$ cat src/rtl/ecc_scan_pkg.sv
package ecc_scan_pkg;

    // Control states of the sector walker.
    typedef enum logic [1:0] {
        ST_IDLE  = 2'd0,
        ST_FETCH = 2'd1,
        ST_SCAN  = 2'd2,
        ST_DONE  = 2'd3
    } scan_state_t;

    // Packing of a status word: four sectors, one byte each.
    localparam int LANES     = 4;
    localparam int LANE_BITS = 8;

endpackage

$ cat src/rtl/ecc_stat_bank.sv
// Register bank holding packed per-sector status words.
module ecc_stat_bank #(
    parameter  int WORDS  = 16,
    parameter  int WORD_W = 32,
    localparam int AW     = $clog2(WORDS)
) (
    input  logic              clk,
    input  logic              rst_n,
    input  logic              we,
    input  logic [AW-1:0]     waddr,
    input  logic [WORD_W-1:0] wdata,
    input  logic [AW-1:0]     raddr,
    output logic [WORD_W-1:0] rdata
);

    logic [WORD_W-1:0] word_q [WORDS];

    for (genvar w = 0; w < WORDS; w++) begin : g_word
        always_ff @(posedge clk or negedge rst_n) begin
            if (!rst_n) begin
                word_q[w] <= '0;
            end else if (we && (waddr == AW'(w))) begin
                word_q[w] <= wdata;
            end
        end
    end

    assign rdata = word_q[raddr];

endmodule

$ cat src/rtl/ecc_sector_walker.sv
// Control FSM: computes the sector range and steps through it one per cycle.
module ecc_sector_walker
    import ecc_scan_pkg::*;
#(
    parameter  int SECT_W    = 6,
    parameter  int LANE_W    = 2,
    parameter  int BUF_W     = 4,
    parameter  int STEP_W    = 5,
    parameter  int MAX_STEPS = 16,
    localparam int AW        = SECT_W - LANE_W
) (
    input  logic              clk,
    input  logic              rst_n,
    input  logic              start,
    input  logic [BUF_W-1:0]  buf_num,
    input  logic [STEP_W-1:0] steps,
    output logic [SECT_W-1:0] sec_idx,
    output logic [SECT_W-1:0] last_idx,
    output logic              accept,
    output logic              load_en,
    output logic [AW-1:0]     fetch_addr,
    output logic              sect_valid,
    output logic              done,
    output logic              busy
);

    scan_state_t state_q, state_d;
    logic [SECT_W-1:0] idx_q, last_q;
    logic [STEP_W-1:0] eff_steps;
    logic [SECT_W-1:0] first_calc, last_calc, next_idx;
    logic              at_last;

    // Clamp the step count into the supported range.
    always_comb begin
        if (steps == '0) begin
            eff_steps = STEP_W'(1);
        end else if (steps > STEP_W'(MAX_STEPS)) begin
            eff_steps = STEP_W'(MAX_STEPS);
        end else begin
            eff_steps = steps;
        end
    end

    // Range computation, modulo the sector space.
    assign first_calc = SECT_W'(buf_num) * SECT_W'(eff_steps);
    assign last_calc  = first_calc + SECT_W'(eff_steps) - SECT_W'(1);
    assign next_idx   = idx_q + SECT_W'(1);
    assign at_last    = (idx_q == last_q);

    // Next-state logic.
    always_comb begin
        state_d = state_q;
        unique case (state_q)
            ST_IDLE:  if (start) state_d = ST_FETCH;
            ST_FETCH: state_d = ST_SCAN;
            ST_SCAN:  if (at_last) state_d = ST_DONE;
            ST_DONE:  state_d = ST_IDLE;
            default:  state_d = ST_IDLE;
        endcase
    end

    // State register.
    always_ff @(posedge clk or negedge rst_n) begin
        if (!rst_n) begin
            state_q <= ST_IDLE;
        end else begin
            state_q <= state_d;
        end
    end

    // Sector index and range registers.
    always_ff @(posedge clk or negedge rst_n) begin
        if (!rst_n) begin
            idx_q  <= '0;
            last_q <= '0;
        end else if (accept) begin
            idx_q  <= first_calc;
            last_q <= last_calc;
        end else if ((state_q == ST_SCAN) && !at_last) begin
            idx_q  <= next_idx;
        end
    end

    // Outputs decoded from the state.
    always_comb begin
        accept     = 1'b0;
        load_en    = 1'b0;
        sect_valid = 1'b0;
        done       = 1'b0;
        busy       = 1'b0;
        fetch_addr = idx_q[SECT_W-1:LANE_W];
        unique case (state_q)
            ST_IDLE: begin
                accept = start;
            end
            ST_FETCH: begin
                busy    = 1'b1;
                load_en = 1'b1;
            end
            ST_SCAN: begin
                busy       = 1'b1;
                sect_valid = 1'b1;
                fetch_addr = next_idx[SECT_W-1:LANE_W];
                load_en    = !at_last && (next_idx[LANE_W-1:0] == '0);
            end
            ST_DONE: begin
                done = 1'b1;
            end
            default: begin
                accept = 1'b0;
            end
        endcase
    end

    assign sec_idx  = idx_q;
    assign last_idx = last_q;

endmodule

$ cat src/rtl/ecc_lane_decode.sv
// Holds the current status word and extracts the count for one sector lane.
module ecc_lane_decode #(
    parameter  int LANES     = 4,
    parameter  int LANE_BITS = 8,
    parameter  int CNT_W     = 4,
    localparam int LANE_W    = $clog2(LANES),
    localparam int WORD_W    = LANES * LANE_BITS,
    localparam int HI_W      = LANE_BITS - CNT_W
) (
    input  logic              clk,
    input  logic              rst_n,
    input  logic              load_en,
    input  logic [WORD_W-1:0] word_in,
    input  logic [LANE_W-1:0] lane,
    output logic [CNT_W-1:0]  count
);

    logic [WORD_W-1:0]     word_q;
    logic [CNT_W-1:0]      cnt_lane [LANES];
    logic [LANES*HI_W-1:0] unused_hi;

    always_ff @(posedge clk or negedge rst_n) begin
        if (!rst_n) begin
            word_q <= '0;
        end else if (load_en) begin
            word_q <= word_in;
        end
    end

    // Lane 0 is the most significant byte of the word.
    for (genvar l = 0; l < LANES; l++) begin : g_lane
        localparam int BASE = (LANES - 1 - l) * LANE_BITS;
        assign cnt_lane[l] = word_q[BASE +: CNT_W];
        assign unused_hi[l*HI_W +: HI_W] = word_q[BASE + CNT_W +: HI_W];
    end

    assign count = cnt_lane[lane];

endmodule

$ cat src/rtl/ecc_err_accum.sv
// Sum, maximum and uncorrectable flag over decoded sector counts.
module ecc_err_accum #(
    parameter int CNT_W = 4,
    parameter int TOT_W = 8
) (
    input  logic             clk,
    input  logic             rst_n,
    input  logic             clr,
    input  logic             valid,
    input  logic [CNT_W-1:0] count,
    output logic [TOT_W-1:0] total,
    output logic [CNT_W-1:0] max_cnt,
    output logic             uncorr
);

    localparam logic [CNT_W-1:0] UNC_CODE = {CNT_W{1'b1}};

    always_ff @(posedge clk or negedge rst_n) begin
        if (!rst_n) begin
            total   <= '0;
            max_cnt <= '0;
            uncorr  <= 1'b0;
        end else if (clr) begin
            total   <= '0;
            max_cnt <= '0;
            uncorr  <= 1'b0;
        end else if (valid) begin
            if (count == UNC_CODE) begin
                uncorr <= 1'b1;
            end else begin
                total <= total + TOT_W'(count);
                if (count > max_cnt) begin
                    max_cnt <= count;
                end
            end
        end
    end

endmodule

$ cat src/rtl/ecc_stat_scan.sv
// Top: per-sector ECC status scanner.
module ecc_stat_scan
    import ecc_scan_pkg::*;
#(
    parameter  int WORDS     = 16,
    parameter  int CNT_W     = 4,
    parameter  int BUF_W     = 4,
    parameter  int STEP_W    = 5,
    parameter  int MAX_STEPS = 16,
    localparam int AW        = $clog2(WORDS),
    localparam int WORD_W    = LANES * LANE_BITS,
    localparam int LANE_W    = $clog2(LANES),
    localparam int SECT_W    = AW + LANE_W,
    localparam int TOT_W     = $clog2(MAX_STEPS * ((1 << CNT_W) - 2) + 1)
) (
    input  logic              clk,
    input  logic              rst_n,
    input  logic              stat_we,
    input  logic [AW-1:0]     stat_waddr,
    input  logic [WORD_W-1:0] stat_wdata,
    input  logic              start,
    input  logic [BUF_W-1:0]  buf_num,
    input  logic [STEP_W-1:0] steps,
    output logic              done,
    output logic [TOT_W-1:0]  corr_total,
    output logic [CNT_W-1:0]  max_flips,
    output logic              uncorr
);

    logic [SECT_W-1:0] sec_idx, last_idx;
    logic              scan_accept, load_en, sect_valid, scan_busy;
    logic [AW-1:0]     fetch_addr;
    logic [WORD_W-1:0] bank_rdata;
    logic [CNT_W-1:0]  sect_count;

    ecc_stat_bank #(
        .WORDS  (WORDS),
        .WORD_W (WORD_W)
    ) u_bank (
        .clk    (clk),
        .rst_n  (rst_n),
        .we     (stat_we),
        .waddr  (stat_waddr),
        .wdata  (stat_wdata),
        .raddr  (fetch_addr),
        .rdata  (bank_rdata)
    );

    ecc_sector_walker #(
        .SECT_W    (SECT_W),
        .LANE_W    (LANE_W),
        .BUF_W     (BUF_W),
        .STEP_W    (STEP_W),
        .MAX_STEPS (MAX_STEPS)
    ) u_walker (
        .clk        (clk),
        .rst_n      (rst_n),
        .start      (start),
        .buf_num    (buf_num),
        .steps      (steps),
        .sec_idx    (sec_idx),
        .last_idx   (last_idx),
        .accept     (scan_accept),
        .load_en    (load_en),
        .fetch_addr (fetch_addr),
        .sect_valid (sect_valid),
        .done       (done),
        .busy       (scan_busy)
    );

    ecc_lane_decode #(
        .LANES     (LANES),
        .LANE_BITS (LANE_BITS),
        .CNT_W     (CNT_W)
    ) u_lane (
        .clk     (clk),
        .rst_n   (rst_n),
        .load_en (load_en),
        .word_in (bank_rdata),
        .lane    (sec_idx[LANE_W-1:0]),
        .count   (sect_count)
    );

    ecc_err_accum #(
        .CNT_W (CNT_W),
        .TOT_W (TOT_W)
    ) u_accum (
        .clk     (clk),
        .rst_n   (rst_n),
        .clr     (scan_accept),
        .valid   (sect_valid),
        .count   (sect_count),
        .total   (corr_total),
        .max_cnt (max_flips),
        .uncorr  (uncorr)
    );

endmodule

$ cat config.mk
export PLATFORM = sky130hd
export DESIGN_NAME = ecc_stat_scan
export DESIGN_NICKNAME = d
export VERILOG_FILES = /design/src/rtl/ecc_scan_pkg.sv /design/src/rtl/ecc_stat_bank.sv /design/src/rtl/ecc_sector_walker.sv /design/src/rtl/ecc_lane_decode.sv /design/src/rtl/ecc_err_accum.sv /design/src/rtl/ecc_stat_scan.sv
export SDC_FILE = /design/constraint.sdc
export NUM_CORES = 1
export LEC_CHECK = 0
export BUFFER_PORTS_ARGS = -buffer_cell sky130_fd_sc_hd__buf_2
export CORE_UTILIZATION = 54
export DETAILED_ROUTE_END_ITERATION = 8
export PLACE_DENSITY = 0.78
export SETUP_SLACK_MARGIN = 0.05
export SLEW_MARGIN = 25
export SYNTH_ARGS = -nofsm -noshare
export SYNTH_HDL_FRONTEND = slang
export SYNTH_SLANG_ARGS = --single-unit
$ cat constraint.sdc
create_clock -name clk -period 2.9 [get_ports clk]
set_clock_uncertainty 0.1 [all_clocks]
set_input_delay 0.29 -clock clk [delete_from_list [all_inputs] [get_ports clk]]
set_output_delay 0.29 -clock clk [all_outputs]
set_load 0.05 [all_outputs]
==> results of run 1 <==
[per-stage QoR]
step | area [µm²] | hold slack, ns | total power [mW]
6_report | 17140 | 0.07528 | 16.62
5_1_grt | 17140 | 0.09489 | 17.53
4_1_cts | 17100 | 0.06540 | 16.65
3_5_place_dp | 15990 | 0.2050 | 12.49
3_3_place_gp | 15990 | 0.1959 | 12.29
2_1_floorplan | 14970 | -0.1056 | 10.63
[registers in the layout, summed over array words and instances (netlist names)]
name	count
u_accum.total	8
u_accum.max_cnt	4
u_walker.last_idx	6
u_lane.word_q	16
u_walker.sec_idx	6
u_walker.state_q	2
u_accum.uncorr	1
u_bank.word_q	256
[worst paths after layout]
| kind | start | end | slack [ns] | cells after the start |
|---|---|---|---|---|
| setup / recovery | steps[1] | u_walker.last_idx[5] | -0.34 | 18 |
| hold / removal | start | u_walker.state_q[1] | 0.08 | 4 |
| setup reg to reg | u_walker.state_q[0] | u_lane.word_q[27] | 0.17 | 9 |
| hold reg to reg | u_lane.word_q[11] | u_lane.word_q[11] | 0.39 | 2 |
| max in group asynchronous | rst_n | u_walker.sec_idx[0] | 1.64 | 3 |
| min in group asynchronous | rst_n | u_bank.word_q[64] | 0.21 | 2 |
[cell usage in the layout, fill, tap and decap left out, drive strengths merged, types with 4 or more instances in the layout]
cell type	n
a311oi	20
nand3	4
xnor2	17
a211oi	51
mux4	17
clkinv	6
nor2b	5
bufinv	4
xor2	12
a211o	10
a21o	6
clkbuf	43
nand2	114
ha	29
nor3	4
a31oi	22
nand3b	6
mux2i	55
nand4	5
a21oi	19
inv	25
or3	4
dfrtp	299
and3	41
fa	7
mux2	256
a22o	11
nor2	28
buf	129
o21ai	9
and2	9
o31ai	5
[what timing repair did]
item,in CTS,in global routing
hold buffers,2,0
gates resized for setup,5,6
pin swaps,8,3
setup buffers,4,2
endpoints found under the hold margin,69,0
endpoints found under the setup margin,4,17
[critical path, stage by stage]
cell and delay, ns:
buf_6 0.10, nor3_4 0.17, nor2_2 0.06, nor2_2 0.10, nand2_1 0.07, fa_1 0.49, inv_1 0.05, fa_1 0.50
inv_1 0.06, fa_2 0.56, ha_4 0.20, inv_2 0.06, ha_4 0.19, a21o_1 0.16, a21oi_2 0.12, xnor2_1 0.14
xnor2_1 0.15, o21ai_1 0.08
[power breakdown]
group | switching (mW) | total [mW] | internal (mW)
Clock | 1.59 | 4.06 | 2.47
Sequential | 0.709 | 5.97 | 5.26
Combinational | 3.46 | 6.60 | 3.13
[logic make-up after synthesis]
family / after synthesis
compound gates: 160
xor+xnor: 29
fa+ha+maj: 36
buf+inv: 117
flops: 299
mux: 328
simple gates: 226
[routing by layer]
metal,global-route usage (%),vias up
li1,-,4468
met1,35.85,5123
met2,41.18,280
met3,3.432,75
met4,8.340,4
met5,0,-
[cell type report]
type,count,share of cell area [%]
sequential,299,43.67
multi-input combinational,779,40.93
timing repair buffer,131,6.293
clock buffer,43,5.198
tap,341,2.490
clock inverter,10,0.8761
inverter,25,0.5476
==> flow_metrics.env, run 1 <==
export IMPL_fp_row_count=60
export IMPL_synth_edf_count=0
export IMPL_endpoint_kind="flip-flop"
export IMPL_syn_area_per_cell_um2=12.48
export IMPL_cts_tree="done"
export IMPL_finalHoldViolCount=0
export IMPL_dp_slack_ns=-0.9852
export IMPL_routed_wl_um=34870
export IMPL_wl_met1_um=15620
export IMPL_yosys_area_share_simple_pct=7.332
export IMPL_areaGrowthSynthToFinish_pct=14.90
export IMPL_coreArea_um2=27030
export IMPL_synth_nets=1280
export IMPL_cts_buffers=30
export IMPL_ir_drop_mv=0.5030
export IMPL_yosys_area_share_adder_pct=3.372
export IMPL_postLayoutCoreUtil_pct=63.41
export IMPL_cts_sinks=299
export IMPL_groute_usage_overall_pct=25.50
export IMPL_drc=0
export IMPL_dr_wl_met3_um=1829
export IMPL_dieHeight_um=168.2
export IMPL_dieArea_um2=28290
export IMPL_placed_cells=1567
export IMPL_yosysMostFrequentCell="dfrtp_1"
export IMPL_criticalPathCategory="primary input to flip-flop"
export IMPL_synth_area_mux_share_pct=25.59
export IMPL_synth_xor_xnor_area_share_pct=1.829
export IMPL_synth_compound_area_share_pct=7.994
export IMPL_min_period_ns=3.238
export IMPL_relSlewSlack_pct=53.08
export IMPL_num_vias=9950
export IMPL_p_per_area_nw_per_um2=969.6
export IMPL_routed_top_layer="met5"
export IMPL_finalSetupViolCount=3
export IMPL_async_flop_share_pct=100.0
export IMPL_hold_class="primary input to flip-flop"
export IMPL_slew_viol_final=0
export IMPL_worst_pin_slew_ns=0.7038
export IMPL_multi_input_area_um2=7014
export IMPL_yosysWarnings=0
export IMPL_synth_top_family_by_area="multiplexers"
export IMPL_io_buffers=46
export IMPL_drive_gt1_share_pct=38.00
export IMPL_clk_pin_slew_ns=0.06
export IMPL_grt_overflow_total=0
export IMPL_htree_levels=1
export IMPL_worst_path_max_fanout=2
export IMPL_gp_congestion=0.8043
export IMPL_initial_utilization_pct=55.19
export IMPL_die_w_um=168.2
export IMPL_root_buffer="clkbuf_16"
export IMPL_grt_first_pass_wirelength_um=56460
export IMPL_yosysTopAreaCellShare_pct=50.16
export IMPL_io_pin_count=63
export IMPL_synth_main_ff_cell="dfrtp_1"
export IMPL_drv_cap=0
export IMPL_ys_ff_latch=299
export IMPL_max_freq_mhz=308.8
export IMPL_antenna_found_initial=2
export IMPL_syn_area_um2=14920
export IMPL_synth_commonest_cells="dfrtp_1 (299), mux2_2 (256), nand2_1 (113), clkbuf_1 (56), mux2i_1 (55)"
export IMPL_layout_nets=1351
export IMPL_crit_path_start_kind="primary input"
export IMPL_min_period_over_period_pct=111.7
export IMPL_clockBufferDepth=3
export IMPL_insertion_delay_ns=0.55
export IMPL_cp_required_ns=3.22
export IMPL_status="finished, violations left"
export IMPL_drt_pass1_iterations=5
export IMPL_grt_start_max_net_pins=74
export IMPL_fill_cells=1981
export IMPL_wl_met2_um=16320
export IMPL_viasPerCell=6.112
export IMPL_synth_area_leader_cell="dfrtp_1"
export IMPL_p_leak_nw=7.887
export IMPL_antenna_cells=0
export IMPL_synth_area_top_cells="dfrtp_1 (50%), mux2_2 (19%), mux2i_1 (3.7%)"
export IMPL_finalWorstSetupSlack_ns=-0.3383
export IMPL_ant_nets=0
export IMPL_instances_no_fill=1628
export IMPL_wire_per_inst_um=21.42
export IMPL_violations="negative setup slack"
export IMPL_arrival_ns=3.56
export IMPL_synth_distinct_cells=51
export IMPL_ys_seq_area_share_pct=50.16
export IMPL_drt_iter0_drc=860
export IMPL_grt_setup_unrepaired="yes"
export IMPL_tns_ns=-0.8524
export IMPL_ff_latch_area_um2=7483
export IMPL_dp_hpwl_um=21590
export IMPL_grt_pass1_vias=10230
export IMPL_synthCells=1195
No activity file was read; power rests on OpenSTA's default activity.
==> run 2: changes to the inputs <==
--- a/config.mk
+++ b/config.mk
@@ -8,8 +8,9 @@
 export BUFFER_PORTS_ARGS = -buffer_cell sky130_fd_sc_hd__buf_2
 export CORE_UTILIZATION = 54
 export DETAILED_ROUTE_END_ITERATION = 8
+export GPL_ROUTABILITY_DRIVEN = 0
 export PLACE_DENSITY = 0.78
-export SETUP_SLACK_MARGIN = 0.05
+export SETUP_SLACK_MARGIN = 0.15
 export SLEW_MARGIN = 25
 export SYNTH_ARGS = -nofsm -noshare
 export SYNTH_HDL_FRONTEND = slang
==> run 2 against run 1 <==
The flow still finishes with violations (negative setup slack). Non-clock buffer count unchanged. Clock-buffer cell count unchanged. Worst hold slack got worse by 0.060 ns. Largest cell class unchanged. Highest routed layer is now met4.
==> flow_metrics.env, run 2 (synthesis results as in run 1) <==
export IMPL_clockBufferDepth=3
export IMPL_endpoint_kind="flip-flop"
export IMPL_crit_slowest_cell="fa_2"
export IMPL_p_switching_mw=5.818
export IMPL_drc=0
export IMPL_crit_chain="buf_6 > nor3_4 > nor2_1 > nor2_2 > nand2_1 > fa_1 > inv_1 > fa_1 > inv_2 > fa_2 > ha_4 > inv_2 > ha_4 > a21o_1 > a21oi_2 > xnor2_1 > xnor2_1 > o21ai_1"
export IMPL_p_per_area_nw_per_um2=965.6
export IMPL_cp_required_ns=3.22
export IMPL_clk_pin_slew_ns=0.06
export IMPL_p_int_mw=10.74
export IMPL_drt_iter0_drc=755
export IMPL_worst_path_max_fanout=2
export IMPL_comb_power_share_pct=40.4
export IMPL_slew_viol_final=0
export IMPL_switching_share_pct=35.15
export IMPL_violations="negative setup slack"
export IMPL_finalSetupViolCount=3
export IMPL_final_cell_mix="dfrtp_1 (298), mux2_2 (256), nand2_1 (112)"
export IMPL_finalWorstSetupSlack_ns=-0.3663
export IMPL_wire_per_inst_um=21.55
export IMPL_grt_start_max_net_pins=71
export IMPL_ir_drop_mv=0.5298
export IMPL_crit_path_start_kind="primary input"
export IMPL_dieArea_um2=28290
export IMPL_reg_top3="u_bank.word_q (256), u_lane.word_q (16), u_accum.total (8)"
export IMPL_instances_no_fill=1628
export IMPL_min_period_ns=3.266
export IMPL_grt_setup_unrepaired="yes"
export IMPL_fp_row_count=60
export IMPL_io_buffers=46
export IMPL_areaGrowthSynthToFinish_pct=14.94
export IMPL_placed_cells=1567
export IMPL_p_clk_share_pct=23.4
export IMPL_cts_tree="done"
export IMPL_largest_register="u_bank.word_q"
export IMPL_drv_cap=0
export IMPL_slowest_delay_ns=0.55
export IMPL_p_leak_nw=7.862
export IMPL_cts_sinks=299
export IMPL_relSlewSlack_pct=30.93
export IMPL_path_delay_family="adder cells"
export IMPL_dp_hpwl_um=22000
export IMPL_grt_overflow_total=0
export IMPL_drive_gt1_share_pct=38.31
export IMPL_routed_wl_um=35090
export IMPL_p_seq_share_pct=36.1
export IMPL_ant_nets=0
export IMPL_layout_commonest_cell="dfrtp_1"
export IMPL_grt_first_pass_wirelength_um=56590
export IMPL_die_w_um=168.2
export IMPL_num_vias=10120
export IMPL_io_pin_count=63
export IMPL_dieHeight_um=168.2
export IMPL_tns_ns=-0.7949
export IMPL_criticalPathCategory="primary input to flip-flop"
export IMPL_htree_levels=1
export IMPL_viasPerCell=6.214
export IMPL_groute_usage_overall_pct=25.34
export IMPL_initial_utilization_pct=55.19
export IMPL_largest_reg_flops=256
export IMPL_r2r_slack_ns=0.23
export IMPL_hold_class="primary input to flip-flop"
export IMPL_antenna_found_initial=0
export IMPL_critPathBufInv=4
export IMPL_status="finished, violations left"
export IMPL_insertion_delay_ns=0.55
export IMPL_layout_nets=1351
export IMPL_finalHoldViolCount=0
export IMPL_arrival_ns=3.58
export IMPL_min_period_over_period_pct=112.6
export IMPL_grt_pass1_vias=10500
export IMPL_antenna_cells=0
export IMPL_drt_pass1_iterations=4
export IMPL_coreArea_um2=27030
export IMPL_worst_pin_slew_ns=1.036
export IMPL_root_buffer="clkbuf_16"
export IMPL_max_freq_mhz=306.2
export IMPL_cts_buffers=30
## run 2: final timing paths
path / depth (start not counted) / start / endpoint
min in group asynchronous: 2 / rst_n / u_bank.word_q[96]
worst max register to register: 8 / u_walker.sec_idx[1] / u_lane.word_q[27]
worst min-delay path: 3 / buf_num[0] / u_walker.sec_idx[0]
max in group asynchronous: 3 / rst_n / u_bank.word_q[25]
worst max-delay path: 18 / steps[3] / u_walker.last_idx[5]
worst min register to register: 2 / u_lane.word_q[10] / u_lane.word_q[10]
## run 2: power by group through the flow
stage          logic [mW]  registers (mW)  clock network (mW)
2_1_floorplan        4.73            5.90                   0
3_3_place_gp         6.35            5.95                   0
3_5_place_dp         6.54            6.01                   0
4_1_cts              6.64            5.95                3.94
5_1_grt              7.25            6.09                4.11
6_report             6.69            5.98                3.88
## run 2: final cells by class
class | count | area (µm²)
clock buffer | 43 | 890.9
multi-input combinational | 779 | 7056
clock inverter | 10 | 102.6
inverter | 25 | 93.84
fill | 1969 | 9882
tap | 341 | 426.7
timing repair buffer | 131 | 1091
sequential | 299 | 7483
## run 2: layer usage
layer  routed length [µm]  GRT usage (%)  vias up
met4                  804          7.036        0
met5                    0              0        -
met1                15390          35.04     5279
met2                16940          42.16      301
met3                 1950          3.409       72
li1                     -              -     4464
## run 2: stage by stage
stage          utilization [%]  hold slack, ns  worst slack [ns]  power, mW  instance area [µm²]
3_5_place_dp             59.22          0.1932            -1.074      12.55                16000
4_1_cts                  63.21        0.009987           -0.3812      16.53                17080
3_3_place_gp             59.21          0.1958           -0.9541      12.30                16000
2_1_floorplan                -         -0.1056           -0.7923      10.63                14970
6_report                 63.44         0.01574           -0.3663      16.55                17140
5_1_grt                  63.44        0.007318           -0.4964      17.45                17140
## run 2: worst min-delay path, delay by kind of cell
| family | cells | cell delay (ns) |
|---|---|---|
| compound gates | 1 | 0.10 |
| buf+inv | 1 | 0.13 |
| simple gates | 1 | 0.09 |
## run 2: repair_timing
action,CTS,global route
setup endpoints to repair,12,24
hold buffers,2,0
buffers inserted,4,2
hold endpoints to repair,66,0
resized for setup,8,8
pin swaps,8,3
